`config.mk`:
```
export PLATFORM = sky130hd
export DESIGN_NAME = mac_unit
export DESIGN_NICKNAME = d
export VERILOG_FILES = /design/src/rtl/mac_pkg.sv /design/src/rtl/mac_operand_regs.sv /design/src/rtl/mac_product.sv /design/src/rtl/mac_accum.sv /design/src/rtl/mac_unit.sv
export SDC_FILE = /design/constraint.sdc
export NUM_CORES = 1
export LEC_CHECK = 0
export ABC_AREA = 1
export BUFFER_PORTS_ARGS = -buffer_cell sky130_fd_sc_hd__buf_2
export CORE_MARGIN = 2
export CORE_UTILIZATION = 58
export DETAILED_ROUTE_END_ITERATION = 8
export PLACE_DENSITY = 0.79
export SLEW_MARGIN = 20
export SYNTH_ARGS = -nofsm -noshare
export SYNTH_HDL_FRONTEND = slang
export SYNTH_SLANG_ARGS = --single-unit
```
`constraint.sdc`:
```
create_clock -name clk -period 7.2 [get_ports clk]
set_input_delay 1.44 -clock clk [delete_from_list [all_inputs] [get_ports clk]]
set_output_delay 1.44 -clock clk [all_outputs]
set_load 0.01 [all_outputs]
```
`src/rtl/mac_pkg.sv`:
```
// Shared widths and the control-word type for the multiply-accumulate unit.
package mac_pkg;

    localparam int unsigned OP_W  = 16;
    localparam int unsigned ACC_W = 35;
    localparam int unsigned RND_POS = 15;

    // Control bits latched together with either operand.
    typedef struct packed {
        logic is_signed;
        logic do_round;
        logic do_acc;
        logic do_sub;
    } mac_ctl_t;

endpackage

```
`src/rtl/mac_operand_regs.sv`:
```
// Operand and control input registers.
// X loads on x_en and Y loads on y_en. The control word loads on either strobe.
// Assumes a synchronous, active-low reset that clears everything to zero.
module mac_operand_regs
    import mac_pkg::*;
#(
    parameter int unsigned XW = 16,
    parameter int unsigned YW = 16
) (
    input  logic          clk,
    input  logic          rst_n,
    input  logic          x_en,
    input  logic          y_en,
    input  logic [XW-1:0] x_in,
    input  logic [YW-1:0] y_in,
    input  mac_ctl_t      ctl_in,
    output logic [XW-1:0] x_q,
    output logic [YW-1:0] y_q,
    output mac_ctl_t      ctl_q
);

    // X operand register
    always_ff @(posedge clk) begin
        if (!rst_n)    x_q <= '0;
        else if (x_en) x_q <= x_in;
    end

    // Y operand register
    always_ff @(posedge clk) begin
        if (!rst_n)    y_q <= '0;
        else if (y_en) y_q <= y_in;
    end

    // Control word, captured once when either strobe fires
    always_ff @(posedge clk) begin
        if (!rst_n)            ctl_q <= '0;
        else if (x_en || y_en) ctl_q <= ctl_in;
    end

endmodule

```
`src/rtl/mac_product.sv`:
```
// Combinational product path.
// Multiplies in signed or unsigned format, extends the result to the
// accumulator width, and optionally adds one at the rounding position.
// Assumes AW >= XW + YW + 2 and RP < AW.
module mac_product #(
    parameter int unsigned XW = 16,
    parameter int unsigned YW = 16,
    parameter int unsigned AW = 35,
    parameter int unsigned RP = 15
) (
    input  logic [XW-1:0] x_op,
    input  logic [YW-1:0] y_op,
    input  logic          is_signed,
    input  logic          do_round,
    output logic [AW-1:0] ext_prod
);

    localparam int unsigned MW = XW + YW + 2;

    logic signed [XW:0]   x_wide;
    logic signed [YW:0]   y_wide;
    logic signed [MW-1:0] raw_prod;
    logic [AW-1:0]        ext_raw;
    logic [AW-1:0]        rnd_term;

    // Widen each operand by one bit: a sign copy in signed format, a zero in unsigned
    always_comb begin
        x_wide = {is_signed & x_op[XW-1], x_op};
        y_wide = {is_signed & y_op[YW-1], y_op};
    end

    // A single signed multiplier covers both formats
    assign raw_prod = x_wide * y_wide;

    // Extend to the accumulator width; the widening above already made the sign bit right
    generate
        if (AW > MW) begin : g_ext
            assign ext_raw = {{(AW-MW){raw_prod[MW-1]}}, raw_prod};
        end else begin : g_fit
            assign ext_raw = raw_prod[AW-1:0];
        end
    endgenerate

    // Rounding constant at the rounding position
    always_comb begin
        rnd_term = '0;
        rnd_term[RP] = do_round;
    end

    assign ext_prod = ext_raw + rnd_term;

endmodule

```
`src/rtl/mac_accum.sv`:
```
// Accumulator register.
// On p_en it takes the preload value, overwrites itself with the product,
// adds the product, or becomes product minus itself. Wraps modulo 2^AW.
module mac_accum #(
    parameter int unsigned AW = 35
) (
    input  logic          clk,
    input  logic          rst_n,
    input  logic          p_en,
    input  logic          preload,
    input  logic [AW-1:0] preload_data,
    input  logic          do_acc,
    input  logic          do_sub,
    input  logic [AW-1:0] ext_prod,
    output logic [AW-1:0] acc_q
);

    logic [AW-1:0] acc_next;

    // Choose the next accumulator value; preload has the highest priority
    always_comb begin
        if (preload)     acc_next = preload_data;
        else if (!do_acc) acc_next = ext_prod;
        else if (do_sub)  acc_next = ext_prod - acc_q;
        else              acc_next = ext_prod + acc_q;
    end

    // Update only on the product strobe
    always_ff @(posedge clk) begin
        if (!rst_n)    acc_q <= '0;
        else if (p_en) acc_q <= acc_next;
    end

endmodule

```
`src/rtl/mac_unit.sv`:
```
// Top level of the multiply-accumulate unit.
// Connects the input registers, the product path and the accumulator.
// Single clock, with three strobes standing in for separate register clocks.
module mac_unit
    import mac_pkg::*;
#(
    parameter int unsigned XW = OP_W,
    parameter int unsigned YW = OP_W,
    parameter int unsigned AW = ACC_W,
    parameter int unsigned RP = RND_POS
) (
    input  logic          clk,
    input  logic          rst_n,
    input  logic          x_en,
    input  logic          y_en,
    input  logic          p_en,
    input  logic [XW-1:0] x_in,
    input  logic [YW-1:0] y_in,
    input  logic          ctl_signed,
    input  logic          ctl_round,
    input  logic          ctl_acc,
    input  logic          ctl_sub,
    input  logic          preload,
    input  logic [AW-1:0] preload_data,
    output logic [AW-1:0] acc_out
);

    mac_ctl_t      ctl_in;
    mac_ctl_t      ctl_q;
    logic [XW-1:0] x_q;
    logic [YW-1:0] y_q;
    logic [AW-1:0] ext_prod;

    // Gather the control inputs into one word
    always_comb begin
        ctl_in.is_signed = ctl_signed;
        ctl_in.do_round  = ctl_round;
        ctl_in.do_acc    = ctl_acc;
        ctl_in.do_sub    = ctl_sub;
    end

    mac_operand_regs #(.XW(XW), .YW(YW)) u_regs (
        .clk    (clk),
        .rst_n  (rst_n),
        .x_en   (x_en),
        .y_en   (y_en),
        .x_in   (x_in),
        .y_in   (y_in),
        .ctl_in (ctl_in),
        .x_q    (x_q),
        .y_q    (y_q),
        .ctl_q  (ctl_q)
    );

    mac_product #(.XW(XW), .YW(YW), .AW(AW), .RP(RP)) u_prod (
        .x_op      (x_q),
        .y_op      (y_q),
        .is_signed (ctl_q.is_signed),
        .do_round  (ctl_q.do_round),
        .ext_prod  (ext_prod)
    );

    mac_accum #(.AW(AW)) u_acc (
        .clk          (clk),
        .rst_n        (rst_n),
        .p_en         (p_en),
        .preload      (preload),
        .preload_data (preload_data),
        .do_acc       (ctl_q.do_acc),
        .do_sub       (ctl_q.do_sub),
        .ext_prod     (ext_prod),
        .acc_q        (acc_out)
    );

endmodule

```
# == After elaboration in Yosys (flattened, before gate mapping) ==
# Cells that the tools add are included.
# Widths: inputs -> output; s select.
# classes
addsub,3
mul,1
mux,3
bitwise_logic,2
reduce_logical,1
# ops
operator,n
$mux 35,3
$add 34x17->35,1
$add 35x35->35,1
$sub 35x35->35,1
$mul 17x17->34,1
$and 1x1->1,2
$logic_or 1x1->1,1
# totals
regBits,71
inputBits,77
out_inout_bits,35
wordCells,17

# == Logic depth before layout (Yosys ltp) ==
# Gate-level depths: netlist of the first run.
# logic_depth
depth_word,7
mapped_depth,43
ltp_nobuf,42

# == Modules after synthesis ==
# From an unflattened synthesis of the first run, not the netlist that was laid out.
# unflattened
cells_unflattened,2671
hier_area_um2,18388.9
# modules_own_cells
module,n_inst,cells_each,area_per_inst_um2,seq_area_each_um2
mac_product,1,1650,12162.9,0.0
mac_accum,1,859,4954.8,700.7
mac_operand_regs,1,162,1271.2,720.7

# == Least setup slack after synthesis of the first run ==
# No wires, ideal clock.
# synth_path
path_kind,reg-to-reg
startpoint,register u_regs.x_q[15]
endpoint,register u_acc.acc_q[34]
setup_ns,0.121
t_arrival_ns,7.023
required_time_ns,7.079
path_slack_ns,0.056
stages_incl_launch_ff,38
n_path_buf,1
period_less_slack_ns,7.144
path_cell_list,dfxtp_1 clkbuf_1 nand2_1 clkinv_1 nand2_1 inv_1 fa_1 inv_1 fa_1 inv_1 fa_1 fa_1 fa_1 inv_1 fa_1 inv_1 ha_1 a21o_1 (+2 left out) nand3_1 a21boi_1 xor2_1 inv_1 ha_1 nand2_1 inv_1 nand2_1 nor3b_1 nand3_1 nand3_1 inv_1 nand3_1 nand3_1 nand2_1 nand3_1 nand2_1 a21oi_1
# synth_between
elab_chain_len,7
elab_cells_between_ends,8
classes_between,add/sub: 3; mul: 1; mux: 3; bitwise: 1
# synth_lines
element,line,text
from (decl),mac_operand_regs.sv:17,"output logic [XW-1:0] x_q,"
from (signal assigned),mac_operand_regs.sv:25,else if (x_en) x_q <= x_in;
$and 1x1->1,mac_product.sv:28,"x_wide = {is_signed & x_op[XW-1], x_op};"
$mul 17x17->34 *,mac_product.sv:33,assign raw_prod = x_wide * y_wide;
$add 34x17->35 *,mac_product.sv:50,assign ext_prod = ext_raw + rnd_term;
$add 35x35->35 / $sub 35x35->35 (equally long branches),"mac_accum.sv:25, mac_accum.sv:24",
$mux 35,mac_accum.sv:24,else if (do_sub) acc_next = ext_prod - acc_q;
$mux 35 *,mac_accum.sv:23,else if (!do_acc) acc_next = ext_prod;
$mux 35 *,mac_accum.sv:22,if (preload) acc_next = preload_data;
to (signal assigned),mac_accum.sv:31,else if (p_en) acc_q <= acc_next;
to (decl),mac_accum.sv:15,output logic [AW-1:0] acc_q
# Every way passes the cells marked *; elsewhere a longest branch is shown, timed or not.
# A chain may end at the register's enable or synchronous reset.

# == Final worst setup path of the first run ==
# layout_path
startpoint,register u_regs.x_q[8]
endpoint,register u_acc.acc_q[33]
# layout_between
elab_chain_len,6
elab_cells_between_ends,7
classes_between,add/sub: 3; mul: 1; mux: 3
# layout_lines
element,line
$mul 17x17->34 *,mac_product.sv:33
$add 34x17->35 *,mac_product.sv:50
$add 35x35->35 / $sub 35x35->35 (equally long branches),"mac_accum.sv:25, mac_accum.sv:24"
$mux 35,mac_accum.sv:24
$mux 35 *,mac_accum.sv:23
$mux 35 *,mac_accum.sv:22
# Marked as above.

==> results.rst, run 1 <==
.. list-table::
   :header-rows: 1

   * - Metric
     - Value
   * - Crit-path leading delay family
     - adder cells
   * - Synthesized area per cell
     - a little over 7 µm²
   * - Post-synthesis cell count
     - 2,527
   * - CTS H-tree depth
     - 3
   * - Headroom to the max-slew limit
     - about a third
   * - Proportion of layout cells with a drive suffix above 1
     - around a quarter
   * - Flop and latch count out of synthesis
     - 71
   * - Pre-CTS WS
     - -480.4 ps
   * - Number of CTS-inserted buffers
     - 9
   * - Power per cell area
     - 287.5 mW/mm²
   * - Antenna violations before repair
     - 1
   * - Count of unique library cells instantiated by Yosys
     - 47
   * - Final setup TNS
     - -447.7 ps
   * - Global-route wire length before repair
     - 95.43 mm
   * - Via-per-instance ratio
     - about 5.6
   * - Starting utilization of the core area
     - 58.70%
   * - Initial detailed-routing violation count
     - 1,505
   * - Maximum number of pins on one net before global-route repair
     - 48
   * - Post-route ant nets
     - 0
   * - Path category of the worst min-delay check
     - flip-flop to flip-flop
   * - Period minus WS final
     - 7379 ps
   * - Post-Synthesis Net Count
     - 3,027
   * - Number of buffer cells added on primary ports
     - approximately 110
   * - Final cell utilization of the core
     - 74.47%
   * - Post-route total power
     - 6.531 mW
   * - Number of clock sinks seen by CTS
     - a little over 70
   * - Status
     - complete, but fails checks
   * - Floorplan die area
     - 0.03230 mm²
   * - Routed via count
     - 18,230
   * - Final Max Tran Viols
     - 0
   * - Primary flip-flop cell chosen by synthesis mapping
     - sky130_fd_sc_hd__dfxtp_1
   * - Total global routing track utilization
     - between 30 and 40%
   * - TritonCTS clock tree
     - built
   * - Deepest clock path buffer count
     - 2
   * - Period utilisation layout
     - 102.5%
   * - Sort of element at the start of the critical path
     - flip-flop
   * - Reg clk slew, reported paths
     - approximately 80 ps
   * - Largest fanout on the critical path
     - 5
   * - CP endpoint kind
     - flip-flop
   * - Final routed DRC violation total
     - 0
   * - Std-Cell Rows
     - 64
   * - Area of the core region
     - 0.03051 mm²
   * - Floorplan die height
     - about 180 µm
   * - Leakage power of the design
     - 12.71 nW
   * - Violated checks
     - negative setup slack
   * - Worst-case setup margin in the final layout
     - -178.9 ps
   * - Footprint of the multi-input gates
     - 0.01492 mm²
   * - Wire length per cell after detailed routing
     - 18.74 µm
   * - Worst Max-Slew Pin Slew
     - just over 1000 ps
   * - Number of synthesized flops with an enable pin
     - 0
   * - Highest attainable clock frequency
     - 135.5 MHz
   * - Critical path's largest stage delay
     - 560 ps
   * - Routability congestion estimate from global placement
     - between 0.9 and 1
   * - Hold path depth
     - 2
   * - Number of hold violations in the final report
     - 0
   * - Net count, final
     - 3,367
   * - Total number of yosys warnings
     - 0
   * - Worst setup slack for register-to-register paths
     - -180 ps
   * - Cell depth of the worst flop-to-flop path
     - 36
   * - Number of setup violations in the final report
     - 6
   * - Part of the Yosys area used for sequential elements
     - 7.937%
   * - Chip Width
     - 179.7 µm
   * - First-pass detailed-route iteration total
     - 6
   * - Vias in the first global route
     - ~19,000
   * - Synthesis-to-finish area growth
     - 26.86%
   * - Critical path depth in cells
     - 36
   * - Netlist area before placement
     - 0.01791 mm²
   * - Unrepaired setup endpoints after global routing
     - true
   * - Commonest cells after routing, fill and taps aside
     - sky130_fd_sc_hd__inv_1 (580), sky130_fd_sc_hd__nand2_1 (518), sky130_fd_sc_hd__fa_1 (294), sky130_fd_sc_hd__buf_4 (293), sky130_fd_sc_hd__nor2_1 (163)
   * - Buffers & Inverters on Critical Path
     - 11
   * - Critical path class
     - flip-flop to flip-flop
   * - Overall overflow remaining after global route
     - 0
   * - Most common cell after layout, fill and taps aside
     - sky130_fd_sc_hd__inv_1
   * - Total I/O pin count
     - 112
   * - Peak ir drop on the vdd network
     - a little under 0.0003 V
   * - Clock latency reported for the late side of the worst-skew pair
     - 400 ps
   * - Data arrival time of the critical path
     - 7640 ps
   * - Footprint of the flip-flops and latches
     - 0.001490 mm²
   * - Number of antenna diodes
     - 0
   * - Hold slack
     - between 400 and 500 ps
   * - Estimated wirelength of the detail-placed design
     - 48.69 mm
   * - Final routed wirelength across all metal layers
     - 61.25 mm
   * - Clock Root Buffer
     - sky130_fd_sc_hd__clkbuf_16
   * - Ys async rst share
     - 0%
   * - Max-Cap Viols
     - 0
   * - Worst-case clock skew
     - 25.22 ps
   * - Fillers
     - 2,250
   * - Required time worst endpoint
     - 7460 ps
   * - Worst path most repeated cell
     - sky130_fd_sc_hd__fa_1
   * - Critical-path top delay cell
     - sky130_fd_sc_hd__fa_1
==> worst paths after layout <==
kind	startpoint	to
setup / recovery	u_regs.x_q[8]	u_acc.acc_q[33]
hold / removal	u_regs.y_q[0]	u_regs.y_q[0]
setup reg to reg	u_regs.x_q[8]	u_acc.acc_q[33]
hold reg to reg	u_regs.y_q[0]	u_regs.y_q[0]
==> registers in the layout, indices dropped and copies added, names as in the netlist <==
| signal | cells |
|---|---|
| u_acc.acc_q | 35 |
| u_regs.ctl_q | 4 |
| u_regs.x_q | 16 |
| u_regs.y_q | 16 |
==> where the power goes <==
part	switching [mW]	internal [mW]
Clock	0.247	0.271
Sequential	0.0698	0.431
Combinational	3.00	2.51
==> synth_stat cells (all sizes together) (16+ instances only) <==
library cell  number  area (µm²)
fa               303        6066
inv              617        2316
ha               120        1501
clkbuf            99       371.6
a21oi            149       768.2
nand2            554        2092
o21bai            20       153.9
o21ai            114       581.8
xnor2             29       254.0
nand4             16       100.1
nor2             206       793.3
dfxtp             71        1421
nand3             89       445.4
xor2              44       385.4
==> kinds of logic (layout without fill, tap and decap cells) <==
group                    Yosys count  in the layout  share of synthesized area (%)
XOR/XNOR                          73             73                          3.570
adder cells (fa/ha/maj)          423            423                          42.26
AND/OR/NAND/NOR                  902            902                          20.46
buffers and inverters            723           1068                          15.16
AO/OA/AOI/OAI                    335            335                          10.61
flip-flops                        71             71                          7.937
==> routing by layer <==
layer | share of wire (%) | vias up | global-route usage (%)
met3 | 7.6 | 279 | 5.105
met1 | 37 | 8738 | 44.85
met5 | 0 | - | 0
li1 | - | 8237 | -
met4 | 5.8 | 0 | 18.05
met2 | 50 | 973 | 66.38
==> worst min-delay path: stages (launching register included) <==
cell                      delay (ps)
sky130_fd_sc_hd__dfxtp_1         330
sky130_fd_sc_hd__inv_1            70
sky130_fd_sc_hd__a21oi_1          60
==> cell type report <==
| type | instances | share of cell area (%) |
|---|---|---|
| sequential | 71 | 6.559 |
| clock inverter | 6 | 0.3029 |
| tap | 396 | 2.181 |
| timing repair buffer | 433 | 14.05 |
| multi-input combinational | 1733 | 65.65 |
| clock buffer | 10 | 1.008 |
| inverter | 619 | 10.25 |
==> stage by stage <==
step           cells  instance area, µm²
6_report        3268               22720
5_1_grt         3268               22720
4_1_cts         3249               21620
3_5_place_dp    3221               20880
3_3_place_gp    3221               20880
2_1_floorplan   2527               17910
==> what timing repair did <==
item	4_1_cts	5_1_grt
resized for setup	91	233
gates cloned	0	1
hold buffers	0	0
endpoints found under the setup margin	15	20
pin swaps	26	77
setup buffers	12	18
Note: power is estimated with default switching activity, not from simulation.
==> run 2: changes to the inputs <==
SKIP_LAST_GASP = 1   (was default)
==> results.rst, run 2 (same netlist as run 1, synthesis figures left out) <==
.. list-table::
   :header-rows: 1

   * - Metric
     - Value
   * - Estimated wirelength of the detail-placed design
     - 48.69 mm (unchanged)
   * - Worst-case setup margin in the final layout
     - -157.6 ps (+21.35 ps)
   * - Vias in the first global route
     - 19,090 (+0.10%)
   * - Hold_buf cts
     - 0 (unchanged)
   * - Total global routing track utilization
     - 37.45% (about the same)
   * - Sort of element at the start of the critical path
     - flip-flop
   * - Placement Cell Area
     - 0.02088 mm² (unchanged)
   * - Path category of the worst min-delay check
     - flip-flop to flip-flop
   * - Post-route total power
     - 6.512 mW (-0.30%)
   * - Unrepaired setup endpoints after global routing
     - true
   * - Commonest cells after routing, fill and taps aside
     - sky130_fd_sc_hd__inv_1 (581), sky130_fd_sc_hd__nand2_1 (516), sky130_fd_sc_hd__buf_4 (304), sky130_fd_sc_hd__fa_1 (295), sky130_fd_sc_hd__nor2_1 (166)
   * - Critical-path top delay cell
     - sky130_fd_sc_hd__fa_1
   * - Wire length per cell after detailed routing
     - 18.82 µm (+0.40%)
   * - CTS H-tree depth
     - 3 (unchanged)
   * - Initial detailed-routing violation count
     - 1,612 (+7.1%)
   * - Hold slack
     - 504.5 ps (+9.278 ps)
   * - Cell depth of the worst flop-to-flop path
     - 31 (-14%)
   * - Power per cell area
     - 285.3 mW/mm² (-0.75%)
   * - Std-Cell Rows
     - 64 (unchanged)
   * - Pre-CTS WS
     - -480.4 ps (unchanged)
   * - Status
     - complete, but fails checks
   * - Proportion of power drawn by flip-flops and latches
     - 7.7% (about the same)
   * - Largest fanout on the critical path
     - 8 (+3)
   * - TritonCTS clock tree
     - built
   * - Maximum number of pins on one net before global-route repair
     - 48 (unchanged)
   * - Antenna violations before repair
     - 1 (unchanged)
   * - Critical path class
     - flip-flop to flip-flop
   * - Worst-case clock skew
     - 26.03 ps (+0.8146 ps)
   * - Floorplan die height
     - 179.7 µm (unchanged)
   * - Launch point of the worst hold path
     - u_regs.y_q[0]
   * - Overall overflow remaining after global route
     - 0 (unchanged)
   * - Final routed DRC violation total
     - 0 (unchanged)
   * - Period minus WS final
     - 7358 ps (-21.35 ps)
   * - Final cell utilization of the core
     - 74.80% (+0.34 points)
   * - Starting utilization of the core area
     - 58.70% (unchanged)
   * - Synthesis-to-finish area growth
     - 27.44%
   * - Number of setup violations in the final report
     - 7 (+1)
   * - Number of antenna diodes
     - 0 (unchanged)
   * - Number of clock sinks seen by CTS
     - 71 (unchanged)
   * - Peak ir drop on the vdd network
     - 0.0002917 V (about the same)
   * - Worst r2r dst
     - u_acc.acc_q[28]
   * - Floorplan die area
     - 0.03230 mm² (unchanged)
   * - Max-Cap Viols
     - 0 (unchanged)
   * - Required time worst endpoint
     - 7510 ps (+50 ps)
   * - Final setup TNS
     - -495.2 ps (-47.47 ps)
   * - Final cell area excluding filler cells
     - 0.02282 mm² (+0.45%)
   * - Number of CTS-inserted buffers
     - 9 (unchanged)
   * - Number of hold violations in the final report
     - 0 (unchanged)
   * - Non-filler instance count after layout
     - 3,275 (+0.21%)
   * - Chip Width
     - 179.7 µm (unchanged)
   * - Worst setup slack for register-to-register paths
     - -160 ps (+20 ps)
   * - Worst min-delay path endpoint
     - u_regs.y_q[0]
   * - Final routed wirelength across all metal layers
     - 61.62 mm (+0.62%)
   * - Worst path most repeated cell
     - sky130_fd_sc_hd__fa_1
   * - Net switching share of the total power
     - 50.81% (about the same)
   * - Leakage power of the design
     - 12.75 nW (+0.33%)
   * - Critical path's largest stage delay
     - 610 ps (+50 ps)
   * - Total I/O pin count
     - 112 (unchanged)
   * - Most common cell after layout, fill and taps aside
     - sky130_fd_sc_hd__inv_1
   * - Headroom to the max-slew limit
     - 31.55% (-0.92 points)
   * - CP endpoint kind
     - flip-flop
   * - Violated checks
     - negative setup slack
   * - Routability congestion estimate from global placement
     - 0.9696 (unchanged)
   * - Data arrival time of the critical path
     - 7660 ps (+20 ps)
   * - Clock Root Buffer
     - sky130_fd_sc_hd__clkbuf_16
   * - First-pass detailed-route iteration total
     - 6 (unchanged)
   * - Internal Dissipation
     - 3.203 mW (-0.40%)
   * - Switching power of the nets
     - 3.309 mW (-0.20%)
   * - Period utilisation layout
     - 102.2% (-0.30 points)
   * - Largest registers
     - u_acc.acc_q x35, u_regs.x_q x16, u_regs.y_q x16
   * - Via-per-instance ratio
     - 5.545 (-0.58%)
   * - Deepest clock path buffer count
     - 2 (unchanged)
   * - Number of buffer cells added on primary ports
     - 111 (unchanged)
   * - Reg clk slew, reported paths
     - 80 ps (about the same)
   * - Global-route wire length before repair
     - 95.54 mm (+0.11%)
   * - Number of flip-flops in the largest register
     - 35 (unchanged)
   * - Proportion of layout cells with a drive suffix above 1
     - 25.56% (+0.042 points)
   * - Top register by number of flip-flops
     - u_acc.acc_q
   * - Worst Max-Slew Pin Slew
     - 1026 ps (+13.84 ps)
   * - Highest attainable clock frequency
     - 135.9 MHz (+0.29%)
   * - Final Max Tran Viols
     - 0 (unchanged)
   * - Reg-to-Reg Start
     - u_regs.x_q[15]
   * - Net count, final
     - 3,374 (+0.21%)
   * - Logic gate share of total power
     - 84.4% (about the same)
   * - Post-route ant nets
     - 0 (unchanged)
   * - Routed via count
     - 18,160 (-0.37%)
   * - Clock latency reported for the late side of the worst-skew pair
     - 400 ps (about the same)
   * - Clock share of power
     - 8.0% (about the same)
   * - Area of the core region
     - 0.03051 mm² (unchanged)
   * - Hold path depth
     - 2 (unchanged)
   * - Cells after DPL
     - 3,221 (unchanged)
[run 2: cell types whose count changed in the layout (fill, tap and decap cells not counted), sizes merged]
| cell | delta |
|---|---|
| clkbuf | -1 |
| buf | +8 |
[run 2: worst max path at each step]
stage                     cells past startpoint         endpoint  slack [ps]             from
after floorplan                              37  u_acc.acc_q[34]          60   u_regs.x_q[15]
after global placement                       34  u_acc.acc_q[32]        -480  u_regs.ctl_q[3]
after detailed placement                     34  u_acc.acc_q[32]        -480  u_regs.ctl_q[3]
after CTS                                    36  u_acc.acc_q[32]         -10  u_regs.ctl_q[3]
after global routing                         35  u_acc.acc_q[33]        -360    u_regs.x_q[8]
final                                        31  u_acc.acc_q[28]        -160   u_regs.x_q[15]
[run 2: final cells by class]
class                      count  area (µm²)
multi-input combinational   1733       14990
clock buffer                  10       229.0
timing repair buffer         440        3216
tap                          396       495.5
sequential                    71        1491
fill                        2183        7687
clock inverter                 6       68.82
inverter                     619        2333
[run 2: per-layer routing]
layer | global-route usage (%) | wire length (µm) | up-vias
li1 | - | - | 8238
met1 | 44.86 | 22930 | 8695
met2 | 66.51 | 30570 | 951
met3 | 5.166 | 4376 | 276
met4 | 17.72 | 3750 | 0
met5 | 0 | 0 | -
[run 2: timing repair]
item | 4_1_cts | 5_1_grt
setup endpoints to repair | 15 | 20
pin swaps | 26 | 85
setup buffers | 12 | 26
resized for setup | 85 | 240
[run 2: worst max-delay path, delay by kind of cell, from the launching register on]
family,cells,cell delay (ps)
adders and majority gates,8,3660
and+or+nand+nor,12,1370
AOI/OAI and AO/OA,5,1100
buffers and inverters,6,760
DFF,1,370
[run 2: power groups by stage]
stage	clock network [mW]	registers, mW	logic, mW
2_1_floorplan	0	0.478	2.39
3_3_place_gp	0	0.503	4.37
3_5_place_dp	0	0.504	4.41
4_1_cts	0.517	0.498	4.66
5_1_grt	0.532	0.504	5.92
6_report	0.519	0.500	5.49
